===== src/rtl/bcd_rate_mult_pkg.sv =====
package bcd_rate_mult_pkg;
  parameter int unsigned CntMod = 10;
  localparam int unsigned CntW = $clog2(CntMod);
  localparam int unsigned DigitW = 4;
  localparam int unsigned TopState = CntMod - 1;
  typedef logic [CntW-1:0] cnt_t;
  typedef logic [DigitW-1:0] digit_t;
endpackage


===== src/rtl/rm_decade_counter.sv =====
module rm_decade_counter
  import bcd_rate_mult_pkg::*;
(
  input  logic clk_i,
  input  logic rst_ni,
  input  logic clear_i,
  input  logic set9_i,
  input  logic hold_i,
  output cnt_t cnt_o
);
  cnt_t cnt_q, cnt_d;

  always_comb begin
    cnt_d = cnt_q;
    if (clear_i)                      cnt_d = '0;
    else if (set9_i)                  cnt_d = cnt_t'(TopState);
    else if (!hold_i) begin
      if (cnt_q >= cnt_t'(TopState))  cnt_d = '0;
      else                            cnt_d = cnt_q + cnt_t'(1);
    end
  end

  always_ff @(posedge clk_i or negedge rst_ni) begin
    if (!rst_ni) cnt_q <= '0;
    else         cnt_q <= cnt_d;
  end

  assign cnt_o = cnt_q;
endmodule


===== src/rtl/rm_rate_gate.sv =====
module rm_rate_gate
  import bcd_rate_mult_pkg::*;
(
  input  cnt_t   cnt_i,
  input  digit_t rate_i,
  output logic   fire_o
);
  digit_t rate_c;
  logic   w8, w4, w2, w1;

  // non-decimal codes behave as nine
  assign rate_c = (rate_i > digit_t'(9)) ? digit_t'(9) : rate_i;

  // state slots: weight1 {4}, weight2 {2,6}, weight4 {1,3,5,7}, weight8 all but {4,9}
  assign w1 = (cnt_i == cnt_t'(4));
  assign w2 = (cnt_i == cnt_t'(2)) || (cnt_i == cnt_t'(6));
  assign w4 = cnt_i[0] && (cnt_i < cnt_t'(8));
  assign w8 = (cnt_i != cnt_t'(4)) && (cnt_i < cnt_t'(TopState));

  assign fire_o = (rate_c[3] & w8) | (rate_c[2] & w4) | (rate_c[1] & w2) | (rate_c[0] & w1);
endmodule


===== src/rtl/bcd_rate_mult.sv =====
module bcd_rate_mult
  import bcd_rate_mult_pkg::*;
(
  input  logic       clk_i,
  input  logic       rst_ni,
  input  logic       clear_i,
  input  logic       set9_i,
  input  logic       hold_i,
  input  logic       strobe_i,
  input  logic       cascade_i,
  input  logic [3:0] rate_i,
  output logic       pulse_o,
  output logic       pulse_n_o,
  output logic       nine_o,
  output logic       carry_o
);
  cnt_t cnt;
  logic fire;

  rm_decade_counter u_cnt (
    .clk_i   (clk_i),
    .rst_ni  (rst_ni),
    .clear_i (clear_i),
    .set9_i  (set9_i),
    .hold_i  (hold_i),
    .cnt_o   (cnt)
  );

  rm_rate_gate u_gate (
    .cnt_i  (cnt),
    .rate_i (rate_i),
    .fire_o (fire)
  );

  assign nine_o    = (cnt == cnt_t'(TopState));
  assign carry_o   = nine_o & ~hold_i;
  assign pulse_o   = (fire & strobe_i & ~hold_i) | cascade_i;
  assign pulse_n_o = ~pulse_o;
endmodule


===== config.mk =====
export PLATFORM = sky130hd
export DESIGN_NAME = bcd_rate_mult
export DESIGN_NICKNAME = d
export VERILOG_FILES = /design/src/rtl/bcd_rate_mult_pkg.sv /design/src/rtl/rm_decade_counter.sv /design/src/rtl/rm_rate_gate.sv /design/src/rtl/bcd_rate_mult.sv
export SDC_FILE = /design/constraint.sdc
export NUM_CORES = 1
export LEC_CHECK = 0
export BUFFER_PORTS_ARGS = -buffer_cell sky130_fd_sc_hd__buf_2
export CORE_AREA = 2 2 39 41
export DETAILED_ROUTE_END_ITERATION = 6
export DIE_AREA = 0 0 41 43
export PLACE_DENSITY_LB_ADDON = 0.15
export SLEW_MARGIN = 20
export SYNTH_ARGS = -nofsm -noshare
export SYNTH_HDL_FRONTEND = slang
export SYNTH_HIERARCHICAL = 1
export SYNTH_SLANG_ARGS = --single-unit

===== constraint.sdc =====
create_clock -name clk_i -period 3.14 [get_ports clk_i]
set_input_delay 0 -clock clk_i [delete_from_list [all_inputs] [get_ports clk_i]]
set_output_delay 0 -clock clk_i [all_outputs]
set_load 0.05 [all_outputs]

# --- After elaboration in Yosys (flattened, before gate mapping) ---
# Cells that the tools add are included.
totals:
  ff_bits: 4
  inputBits: 11
  out_inout_bits: 4
  word_cells: 33
classes:
  n_addsub: 1
  order_cmp: 4
  eq_ne: 6
  muxes: 5
  n_bitwise: 13
  n_reduce_logical: 3
op_table:
  columns: ["operator", "count"]
  rows:
  - ["$mux 4", 5]
  - ["$eq 4x3->1 const B", 2]
  - ["$lt 4x4->1 const B", 2]
  - ["$and 1x1->1", 7]
  - ["$add 4x1->4 const B", 1]
  - ["$eq 4x2->1 const B", 1]
  - ["$eq 4x4->1 const B", 1]
  - ["$ge 4x4->1 const B", 1]
  - ["$gt 4x4->1 const B", 1]
  - ["$ne 4x3->1 const B", 1]
  - ["$or 1x1->1", 4]
  - ["$ne 3x3->1 const B", 1]
  - ["$logic_and 1x1->1", 2]
  - ["$not 1->1", 2]
  - ["$logic_or 1x1->1", 1]

# --- Longest topological paths before layout ---
# Gate-level depths: netlist of run 1.
depth:
  word_depth: 10
  depth_mapped: 5
  depth_no_buf: 5

# --- By module ---
# Netlist of run 1, hierarchy kept.
modules_own_cells:
  columns: ["module", "n_inst", "cells_per_inst", "area_each_um2"]
  rows:
  - ["rm_decade_counter", 1, 28, 265.3]
  - ["rm_rate_gate", 1, 11, 60.1]
  - ["bcd_rate_mult", 1, 5, 37.5]

# --- Worst setup path before layout of run 1 ---
# OpenSTA, ideal clock, no wires.
synth_timing:
  kind: "flip-flop to output port"
  from: "register u_cnt.cnt_q[0] (netlist: u_cnt/cnt_o[0])"
  to: "output port pulse_n_o"
  arrival_time_ps: 1677
  required_time_ps: 3140
  setup_slack_ps: 1463
  stages_incl_launch_ff: 6
  path_buffers: 0
  path_cell_list: "dfrtp_1 o21ai_0 nand2_1 o211ai_1 nand2_1 a31oi_1"
synth_between:
  elab_chain_cells: 10
  word_cells_on_any_way: 20
synth_lines:
  columns: ["item", "line", "rtl"]
  rows:
  - ["start: declaration", "rm_decade_counter.sv:11", "cnt_t cnt_q, cnt_d;"]
  - ["start signal: assignment", "rm_decade_counter.sv:25", "else cnt_q <= cnt_d;"]
  - ["$lt 4x4->1 (tied with other cells)", "rm_rate_gate.sv:18", "assign w8 = (cnt_i != cnt_t'(4)) && (cnt_i < cnt_t'(TopState));"]
  - ["$logic_and 1x1->1 (on tied branches)", "rm_rate_gate.sv:18, rm_rate_gate.sv:17", null]
  - ["$and 1x1->1", "rm_rate_gate.sv:20", "assign fire_o = (rate_c[3] & w8) | (rate_c[2] & w4) | (rate_c[1] & w2) | (rate_c[0] & w1);"]
  - ["$or 1x1->1 (2 in a row)", "rm_rate_gate.sv:20", null]
  - ["$or 1x1->1 (*)", "rm_rate_gate.sv:20", null]
  - ["net fire", "bcd_rate_mult.sv:18", "logic fire;"]
  - ["$and 1x1->1 (*) (2 in a row)", "bcd_rate_mult.sv:37", "assign pulse_o = (fire & strobe_i & ~hold_i) | cascade_i;"]
  - ["$or 1x1->1 (*)", "bcd_rate_mult.sv:37", null]
  - ["$not 1->1 (*)", "bcd_rate_mult.sv:38", "assign pulse_n_o = ~pulse_o;"]
  - ["end: declaration", "bcd_rate_mult.sv:13", "output logic pulse_n_o,"]
# The timed path passes the listed nets; every way through them passes the cells marked *.

# --- Final worst setup path of run 1 ---
layout_timing:
  from: "register u_cnt.cnt_q[0] (netlist: u_cnt/cnt_o[0])"
  to: "register u_cnt.cnt_q[2] (netlist: u_cnt/cnt_o[2])"
layout_between:
  elab_chain_cells: 5
  word_cells_on_any_way: 6
layout_lines:
  columns: ["item", "line", "rtl"]
  rows:
  - ["$add 4x1->4 / $ge 4x4->1 (equally long branches)", "rm_decade_counter.sv:19, rm_decade_counter.sv:18", null]
  - ["$mux 4 (*)", "rm_decade_counter.sv:18", "if (cnt_q >= cnt_t'(TopState)) cnt_d = '0;"]
  - ["$mux 4 (*)", "rm_decade_counter.sv:17", "else if (!hold_i) begin"]
  - ["$mux 4 (*)", "rm_decade_counter.sv:16", "else if (set9_i) cnt_d = cnt_t'(TopState);"]
  - ["$mux 4 (*)", "rm_decade_counter.sv:15", "if (clear_i) cnt_d = '0;"]
# Every way passes the cells marked *; elsewhere a longest branch is shown, timed or not. The select of a mux whose other input is x is not followed.
# A chain may end at the register's enable or synchronous reset.

==> results of run 1 <==
==> how the worst min path moves through the flow <==
stage / start / end / slack, ns / cells past startpoint
final: rst_ni / u_cnt/cnt_o[0] / 0.11 / 2
after floorplan: rst_ni / u_cnt/cnt_o[0] / -0.30 / 0
after detailed placement: rst_ni / u_cnt/cnt_o[0] / -0.19 / 1
after CTS: rst_ni / u_cnt/cnt_o[0] / 0.10 / 2
after global routing: rst_ni / u_cnt/cnt_o[0] / 0.13 / 2
after global placement: rst_ni / u_cnt/cnt_o[0] / -0.19 / 1
==> final cells by class <==
type,count,share of cell area [%]
inverters,6,4.37
flip-flops and latches,4,19.4
repair buffers,18,21.4
well taps,16,3.88
multi-input cells,34,46.6
clock buffers,3,4.37
==> metrics by stage <==
stage	total power, mW	instances	utilization, %	cell area, um^2
after floorplan	0.0898	44	-	363
after global placement	0.108	74	32.7	453
after CTS	0.174	81	37.3	515
after detailed placement	0.108	74	32.7	453
final	0.170	81	37.3	515
after global routing	0.183	81	37.3	515
==> worst max-delay path, stage by stage, from the launching register on <==
cell	delay, ns
dfrtp_1	0.55
inv_1	0.09
ha_1	0.19
nor3b_2	0.17
o211ai_1	0.20
a211oi_2	0.09
dlygate4sd3_1	0.56
==> metal layers <==
layer / GRT usage, % / wire length, um / up-vias
li1: - / - / 200
met1: 15.0 / 416 / 170
met2: 17.2 / 387 / 12
met3: 3.14 / 52 / 0
met4: 6.00 / 0 / 0
met5: 0 / 0 / -
==> Yosys cell counts <==
library cell | count | area share, %
and4bb_1 | 1 | 3.4
nand2_1 | 3 | 3.1
a211oi_2 | 2 | 6.9
o21ai_1 | 2 | 2.8
a31o_2 | 1 | 2.4
nor4bb_1 | 1 | 2.8
nor3b_2 | 1 | 3.4
dfrtp_1 | 4 | 28
nor3_2 | 1 | 2.8
nor2b_1 | 1 | 1.7
a31oi_1 | 1 | 1.7
o211ai_1 | 2 | 4.1
ha_1 | 3 | 10
o21ai_0 | 4 | 5.5
a21o_1 | 1 | 2.1
and2_1 | 1 | 1.7
inv_1 | 6 | 6.2
a21oi_1 | 6 | 8.3
nor2_1 | 3 | 3.1
==> logic make-up after synthesis <==
| family | share of synthesized area, % |
|---|---|
| buffers and inverters | 6.21 |
| AOI/OAI and AO/OA | 33.8 |
| DFF | 27.6 |
| adders and majority gates | 10.3 |
| and+or+nand+nor | 22.1 |
==> power by group through the flow <==
stage | sequential (mW) | clock (mW) | combinational (mW)
2_1_floorplan | 0.0587 | 0 | 0.0311
5_1_grt | 0.0608 | 0.0669 | 0.0554
3_3_place_gp | 0.0606 | 0 | 0.0475
6_report | 0.0600 | 0.0603 | 0.0497
3_5_place_dp | 0.0605 | 0 | 0.0472
4_1_cts | 0.0599 | 0.0634 | 0.0502
==> repair_timing <==
item | CTS | global route
endpoints found under the hold margin | 7 | 0
buffers inserted | 0 | 0
hold buffers | 4 | 0
==> impl_metrics.toml, run 1 <==
[drt]
first_iter_violations = 5
wl_um = 856
vias = 382
viasPerCell = 4.72
antenna_left = 0
wl_per_cell_um = 10.6
drcViolationCount = 0
drt-pass1-iter-count = 3

[finish]
num_antenna_cells = 0
final_common_cell = "buf_2"
multi_input_area_um2 = 240
fill_cells = 151
layout_common_cells = "14 x buf_2, 6 x inv_1, 6 x a21oi_1"
largest_register_ffs = 4
drive_gt1_share_pct = 33.8
area_delta_synth_final_pct = 42.1
nets = 81
seq_area_um2 = 100

[flow_run]
maxCapViolCount = 0

[critical_path]
critPathCapture = "u_cnt/cnt_o[2]"
critPathKind = "flop to flop"
required_ns = 3.24
setup.worst_path.start_class = "flop"
rrSetupSlack_ns = 1.17
end_kind = "flop"
worstPathMaxFanout = 11
critPathLaunch = "u_cnt/cnt_o[0]"
r2r_start = "u_cnt/cnt_o[0]"
rr_worst_depth = 6
arrival_ns = 2.07
r2r-end = "u_cnt/cnt_o[2]"

[logic_synthesis]
synth_seq_area_share_pct = 27.6
syn_nets = 58
yosys.cell_types.count = 19
synth-seq-cells = 4
yosysWarnings = 6
synth_area_um2 = 363
syn_area_per_cell_um2 = 8.25
netlist_instances = 44

[clock_network]
cts_buffers = 3
clkSlewWorstSetupHoldPaths_ns = 0.04
clock-root-buffer = "clkbuf_4"
clockBufferDepth = 2
numClockSinks = 4
cts_resized = 0
cts_max_level = 1
clkLatencyLatePin_ns = 0.23
cts_tree = "yes"

[place]
portBuffers = 14
place.gp.congestion = 0.719
dp_hpwl_um = 652
place_ws_ns = 1.70

[global_route]
antenna_found_initial = 0
track_usage_pct = 11.7
grt_max_degree = 12
grt_pass1_wl_um = 1400
grt_overflow = 0
grt_pass1_vias = 337

[floorplanning]
die_area_mm2 = 0.00176
die_w_um = 41
num_io_pins = 15
die_h_um = 43
core_area_mm2 = 0.00138
fp-row-count = 14
initial_utilization_pct = 26.2

[pwr]
power_switching_uw = 53.1
power.internal_uw = 117
p_comb_share_pct = 29.2
swShare_pct = 31.2
peakVddDrop_mv = 0.170
power_density_mw_per_mm2 = 330
seqPwrFrac_pct = 35.3
p_clk_share_pct = 35.5
p_leak_nw = 0.249

[timing]
setup_viol = 0
max_freq_mhz = 508
worst_pin_slew_ns = 0.371
layout_min_cycle_time_ns = 1.97
final.setup.tns_ns = 0
grt_setup_unrepaired = "no"
skew_ns = 0.00233
relSlewSlack_pct = 75.3
layout_setup_ws_ns = 1.17
period_share_pct = 62.7
fin_hold_ws_ns = 0.111
hold_viol_final = 0
maxSlewViolCount = 0

[status]
status = "completed"

[min_path]
hp-class = "primary input to async pin"
Note: power is estimated with default switching activity, not from simulation.
==> run 2, diff against run 1 <==
==> constraint.sdc (replaced) <==
create_clock -name clk_i -period 1.9 [get_ports clk_i]
set_input_delay 0 -clock clk_i [delete_from_list [all_inputs] [get_ports clk_i]]
set_output_delay 0 -clock clk_i [all_outputs]
set_load 0.05 [all_outputs]
==> run 2 against run 1 <==
Against the previous run:
- cell area down 1.9%
- critical path depth unchanged
- largest power group unchanged
- worst hold slack unchanged
- clock skew did not move
- clock power is 65% higher
- sequential power rose by 65%
- routed wire length is 0.23% lower
- total power up 65%
- combinational power grew 65%
- count of clock-buffer cells in the layout unchanged
- worst setup slack got worse by 0.89 ns
- critical endpoint is now pulse_o
==> impl_metrics.toml, run 2 (synthesis results as in run 1) <==
[status]
status = "completed"

[timing]
layout_setup_ws_ns = 0.277
fin_hold_ws_ns = 0.111
max_freq_mhz = 616
layout_min_cycle_time_ns = 1.62
hold_viol_final = 0
skew_ns = 0.00233
worst_pin_slew_ns = 0.371
maxSlewViolCount = 0
period_share_pct = 85.4
grt_setup_unrepaired = "no"
final.setup.tns_ns = 0
relSlewSlack_pct = 75.3
setup_viol = 0

[clock_network]
clockBufferDepth = 2
cts_max_level = 1
cts_resized = 0
clock-root-buffer = "clkbuf_4"
clkSlewWorstSetupHoldPaths_ns = 0.04
cts_tree = "yes"
clkLatencyLatePin_ns = 0.23
postCtsSetupBuffers = 0
numClockSinks = 4
cts_buffers = 3

[critical_path]
rr_worst_depth = 4
critPathKind = "flop to output port"
end_kind = "output port"
r2r_start = "u_cnt/cnt_o[0]"
critPathLaunch = "u_cnt/cnt_o[0]"
crit_path_frequent_cell = "nand2_1"
required_ns = 1.90
worstPathCellList = "o21ai_0 > nand2_1 > o211ai_1 > nand2_1 > a31o_2 > buf_2"
arrival_ns = 1.62
max_stage_delay_ns = 0.50
cpMaxStageDelayCell = "dfrtp_1"
setup.worst_path.start_class = "flop"
worstPathMaxFanout = 11

[global_route]
grt_pass1_wl_um = 1390
grt_overflow = 0
track_usage_pct = 11.6
grt_pass1_vias = 334
antenna_found_initial = 0
grt_max_degree = 12

[floorplanning]
die_area_mm2 = 0.00176
fp-row-count = 14
num_io_pins = 15
initial_utilization_pct = 26.2
die_h_um = 43
die_w_um = 41
core_area_mm2 = 0.00138

[place]
portBuffers = 14
place_ws_ns = 0.458
dp_hpwl_um = 652
place.gp.congestion = 0.719
dp.cells = 74

[drt]
antenna_left = 0
drcViolationCount = 0
vias = 378
wl_um = 854
drt-pass1-iter-count = 3
viasPerCell = 4.73
first_iter_violations = 5
wl_per_cell_um = 10.7

[finish]
nets = 80
largest_register_ffs = 4
num_antenna_cells = 0
layout_common_cells = "14 x buf_2, 6 x inv_1, 6 x a21oi_1"
drive_gt1_share_pct = 34.4
instances_no_fill = 80
area_delta_synth_final_pct = 39.3
final_common_cell = "buf_2"

[pwr]
p_clk_share_pct = 35.5
power.internal_uw = 193
power_density_mw_per_mm2 = 556
p_leak_nw = 0.242
swShare_pct = 31.2
peakVddDrop_mv = 0.280
power_switching_uw = 87.8
p_comb_share_pct = 29.2
seqPwrFrac_pct = 35.3

[min_path]
hp-class = "primary input to async pin"

[flow_run]
maxCapViolCount = 0
## run 2: changes by cell type in the layout (fill, tap and decap cells not counted)
cell / change
dlygate4sd3_1: -1
## run 2: what timing repair did
action	4_1_cts	5_1_grt
setup endpoints to repair	0	0
endpoints found under the hold margin	7	0
hold buffers	3	0
## run 2: stage by stage
step           util, %  area [um^2]  power [mW]
2_1_floorplan        -          363       0.148
3_3_place_gp      32.7          453       0.178
3_5_place_dp      32.7          453       0.178
4_1_cts           36.5          505       0.287
5_1_grt           36.5          505       0.302
6_report          36.5          505       0.281
## run 2: final timing paths
path / endpoint / slack, ns
max: pulse_o / 0.28
min: u_cnt/cnt_o[0] / 0.11
max reg2reg: u_cnt/cnt_o[1] / 0.43
min reg2reg: u_cnt/cnt_o[1] / 0.66
max in group asynchronous: u_cnt/cnt_o[2] / 1.67
min in group clk_i: u_cnt/cnt_o[1] / 0.12
## run 2: layout make-up
class,count,area (um^2)
Fill cell,152,878
Sequential cell,4,100
Timing Repair Buffer,17,100
Multi-Input combinational cell,34,240
Inverter,6,22.5
Tap cell,16,20.0
Clock buffer,3,22.5
## run 2: power groups by stage
| stage | Sequential [mW] | Clock, mW | Combinational, mW |
|---|---|---|---|
| CTS | 0.0990 | 0.105 | 0.0829 |
| detailed placement | 0.100 | 0 | 0.0779 |
| global route | 0.100 | 0.110 | 0.0915 |
| floorplan | 0.0970 | 0 | 0.0514 |
| finish | 0.0992 | 0.0997 | 0.0821 |
| global placement | 0.100 | 0 | 0.0784 |
## run 2: worst max-delay path, delay by kind of cell, from the launching register on
family,cells,cell delay [ns]
AND/OR/NAND/NOR,2,0.16
AO/OA/AOI/OAI,3,0.53
buffers and inverters,1,0.20
flip-flops,1,0.50
## run 2: routing by layer
| layer | track usage [%] | vias to the layer above | wire (um) |
|---|---|---|---|
| li1 | - | 198 | - |
| met5 | 0 | - | 0 |
| met4 | 6.00 | 0 | 0 |
| met1 | 14.7 | 168 | 413 |
| met2 | 17.2 | 12 | 388 |
| met3 | 3.14 | 0 | 52 |
==> run 3, diff against run 2 <==
--- a/config.mk
+++ b/config.mk
@@ -10,6 +10,7 @@
 export DETAILED_ROUTE_END_ITERATION = 6
 export DIE_AREA = 0 0 41 43
 export PLACE_DENSITY_LB_ADDON = 0.15
+export REMOVE_ABC_BUFFERS = 1
 export SLEW_MARGIN = 20
 export SYNTH_ARGS = -nofsm -noshare
 export SYNTH_HDL_FRONTEND = slang
==> constraint.sdc (replaced) <==
create_clock -name clk_i -period 1.9 [get_ports clk_i]
set_input_delay 0.285 -clock clk_i [delete_from_list [all_inputs] [get_ports clk_i]]
set_output_delay 0.285 -clock clk_i [all_outputs]
set_load 0.05 [all_outputs]
==> run 3 against run 2 <==
Against the previous run:
- worst setup slack got worse by 0.17 ns
- highest routed layer unchanged
- clock skew rose by 0.00090 ns
- critical path type unchanged
- critical endpoint unchanged
- cell count rose by 1.3%
- largest power group unchanged
==> impl_metrics.toml, run 3 (synthesis results as in run 1) <==
[finish]
nets = 81
largest_register_ffs = 4
drive_gt1_share_pct = 44.6
num_antenna_cells = 0
seq_area_um2 = 104
multi_input_area_um2 = 244
layout_common_cells = "12 x buf_2, 6 x inv_1, 5 x clkbuf_4, 5 x a21oi_1"
fill_cells = 155
area_delta_synth_final_pct = 43.4
fin_util_pct = 37.6
instances_no_fill = 81
final_common_cell = "buf_2"

[place]
portBuffers = 14
place.gp.congestion = 0.695
dp_hpwl_um = 654
dp.cells = 74
place_ws_ns = 0.250

[timing]
layout_min_cycle_time_ns = 1.79
maxSlewViolCount = 0
grt_setup_unrepaired = "no"
setup_viol = 0
max_freq_mhz = 557
hold_viol_final = 0
worst_pin_slew_ns = 0.275
skew_ns = 0.00323
layout_setup_ws_ns = 0.105
period_share_pct = 94.5
relSlewSlack_pct = 81.6

[pwr]
p_leak_nw = 0.247
power_switching_uw = 88.9
p_clk_share_pct = 35.1
swShare_pct = 31.1
seqPwrFrac_pct = 33.9
peakVddDrop_mv = 0.477
power.internal_uw = 197
power_density_mw_per_mm2 = 549
total_power_uw = 286
p_comb_share_pct = 31.0

[global_route]
grt_max_degree = 12
grt_pass1_vias = 342
track_usage_pct = 11.4
grt_overflow = 0
antenna_found_initial = 0
grt_pass1_wl_um = 1370

[critical_path]
max_stage_delay_ns = 0.45
arrival_ns = 1.51
critPathBufInv = 1
setup.worst_path.start_class = "flop"
worstPathMaxFanout = 7
worstPathCellList = "a21oi_2 > nand2_1 > o211ai_1 > nand2_1 > a31o_2 > clkbuf_4"
end_kind = "output port"
required_ns = 1.62
critPathKind = "flop to output port"
cp_top_family = "compound AO/OA/AOI/OAI gates"
crit_path_frequent_cell = "nand2_1"
cpMaxStageDelayCell = "dfrtp_2"

[drt]
first_iter_violations = 3
antenna_left = 0
vias = 384
viasPerCell = 4.74
wl_um = 858
drcViolationCount = 0
drt-pass1-iter-count = 4
wl_per_cell_um = 10.6

[floorplanning]
die_area_mm2 = 0.00176
initial_utilization_pct = 26.2
fp-row-count = 14
num_io_pins = 15
die_w_um = 41
core_area_mm2 = 0.00138
die_h_um = 43

[clock_network]
cts_tree = "yes"
clockBufferDepth = 2
clkLatencyLatePin_ns = 0.23
clkSlewWorstSetupHoldPaths_ns = 0.04
clock-root-buffer = "clkbuf_4"
cts_buffers = 3
cts_max_level = 1
numClockSinks = 4

[status]
status = "completed"

[min_path]
hp-class = "primary input to flop"

[flow_run]
maxCapViolCount = 0
## run 3: cell types whose count changed in the layout (fill, tap and decap cells not counted), sizes merged
cell / delta
clkbuf: +2
dlygate4sd3: -2
buf: +1
## run 3: final cells by class
class                           count  area share (%)
Multi-Input combinational cell     34            46.9
Timing Repair Buffer               18            20.7
Sequential cell                     4            20.0
Clock buffer                        3            4.33
Inverter                            6            4.33
Tap cell                           16            3.85
## run 3: stage by stage
step	TNS (ns)	hold WS (ns)	cell area, um^2
2_1_floorplan	-0.0618	-0.0106	363
5_1_grt	0	0.266	520
3_5_place_dp	0	0.0937	453
4_1_cts	0	0.267	485
3_3_place_gp	0	0.0927	453
6_report	0	0.270	520
## run 3: layer usage
metal  vias to the layer above  global-route usage, %  wire length (um)  share of wire, %
met5                         -                      0                 0                 0
met4                         0                      0                 0                 0
li1                        200                      -                 -                 -
met3                         0                   4.71                77               9.0
met2                        17                   16.9               388                45
met1                       167                   16.3               392                46
## run 3: worst paths after layout
path | start | endpoint | slack [ns] | depth (start not counted)
worst max-delay path | u_cnt/cnt_o[2] | pulse_o | 0.11 | 6
worst min-delay path | clear_i | u_cnt/cnt_o[0] | 0.27 | 2
min in group asynchronous | rst_ni | u_cnt/cnt_o[3] | 0.39 | 2
max in group asynchronous | rst_ni | u_cnt/cnt_o[1] | 1.38 | 2
worst max register to register | u_cnt/cnt_o[0] | u_cnt/cnt_o[2] | 0.40 | 5
worst min register to register | u_cnt/cnt_o[3] | u_cnt/cnt_o[3] | 0.63 | 2
## run 3: power by group through the flow
stage | clock, mW | sequential [mW] | combinational, mW
final | 0.101 | 0.0969 | 0.0886
after global routing | 0.108 | 0.0979 | 0.0991
after CTS | 0.105 | 0.0984 | 0.0797
after detailed placement | 0 | 0.0994 | 0.0777
after global placement | 0 | 0.0993 | 0.0780
after floorplan | 0 | 0.0970 | 0.0514
## run 3: what timing repair did
item	in CTS	in global routing
setup buffers	0	3
resized for setup	0	7
hold buffers	1	0
setup endpoints to repair	0	2
endpoints found under the hold margin	4	0
## run 3: worst register-to-register path, cell delays in order (launching register included)
cell      delay (ns)
dfrtp_2         0.43
buf_4           0.16
ha_1            0.20
nor3b_2         0.27
o211ai_1        0.14
a211oi_2        0.20
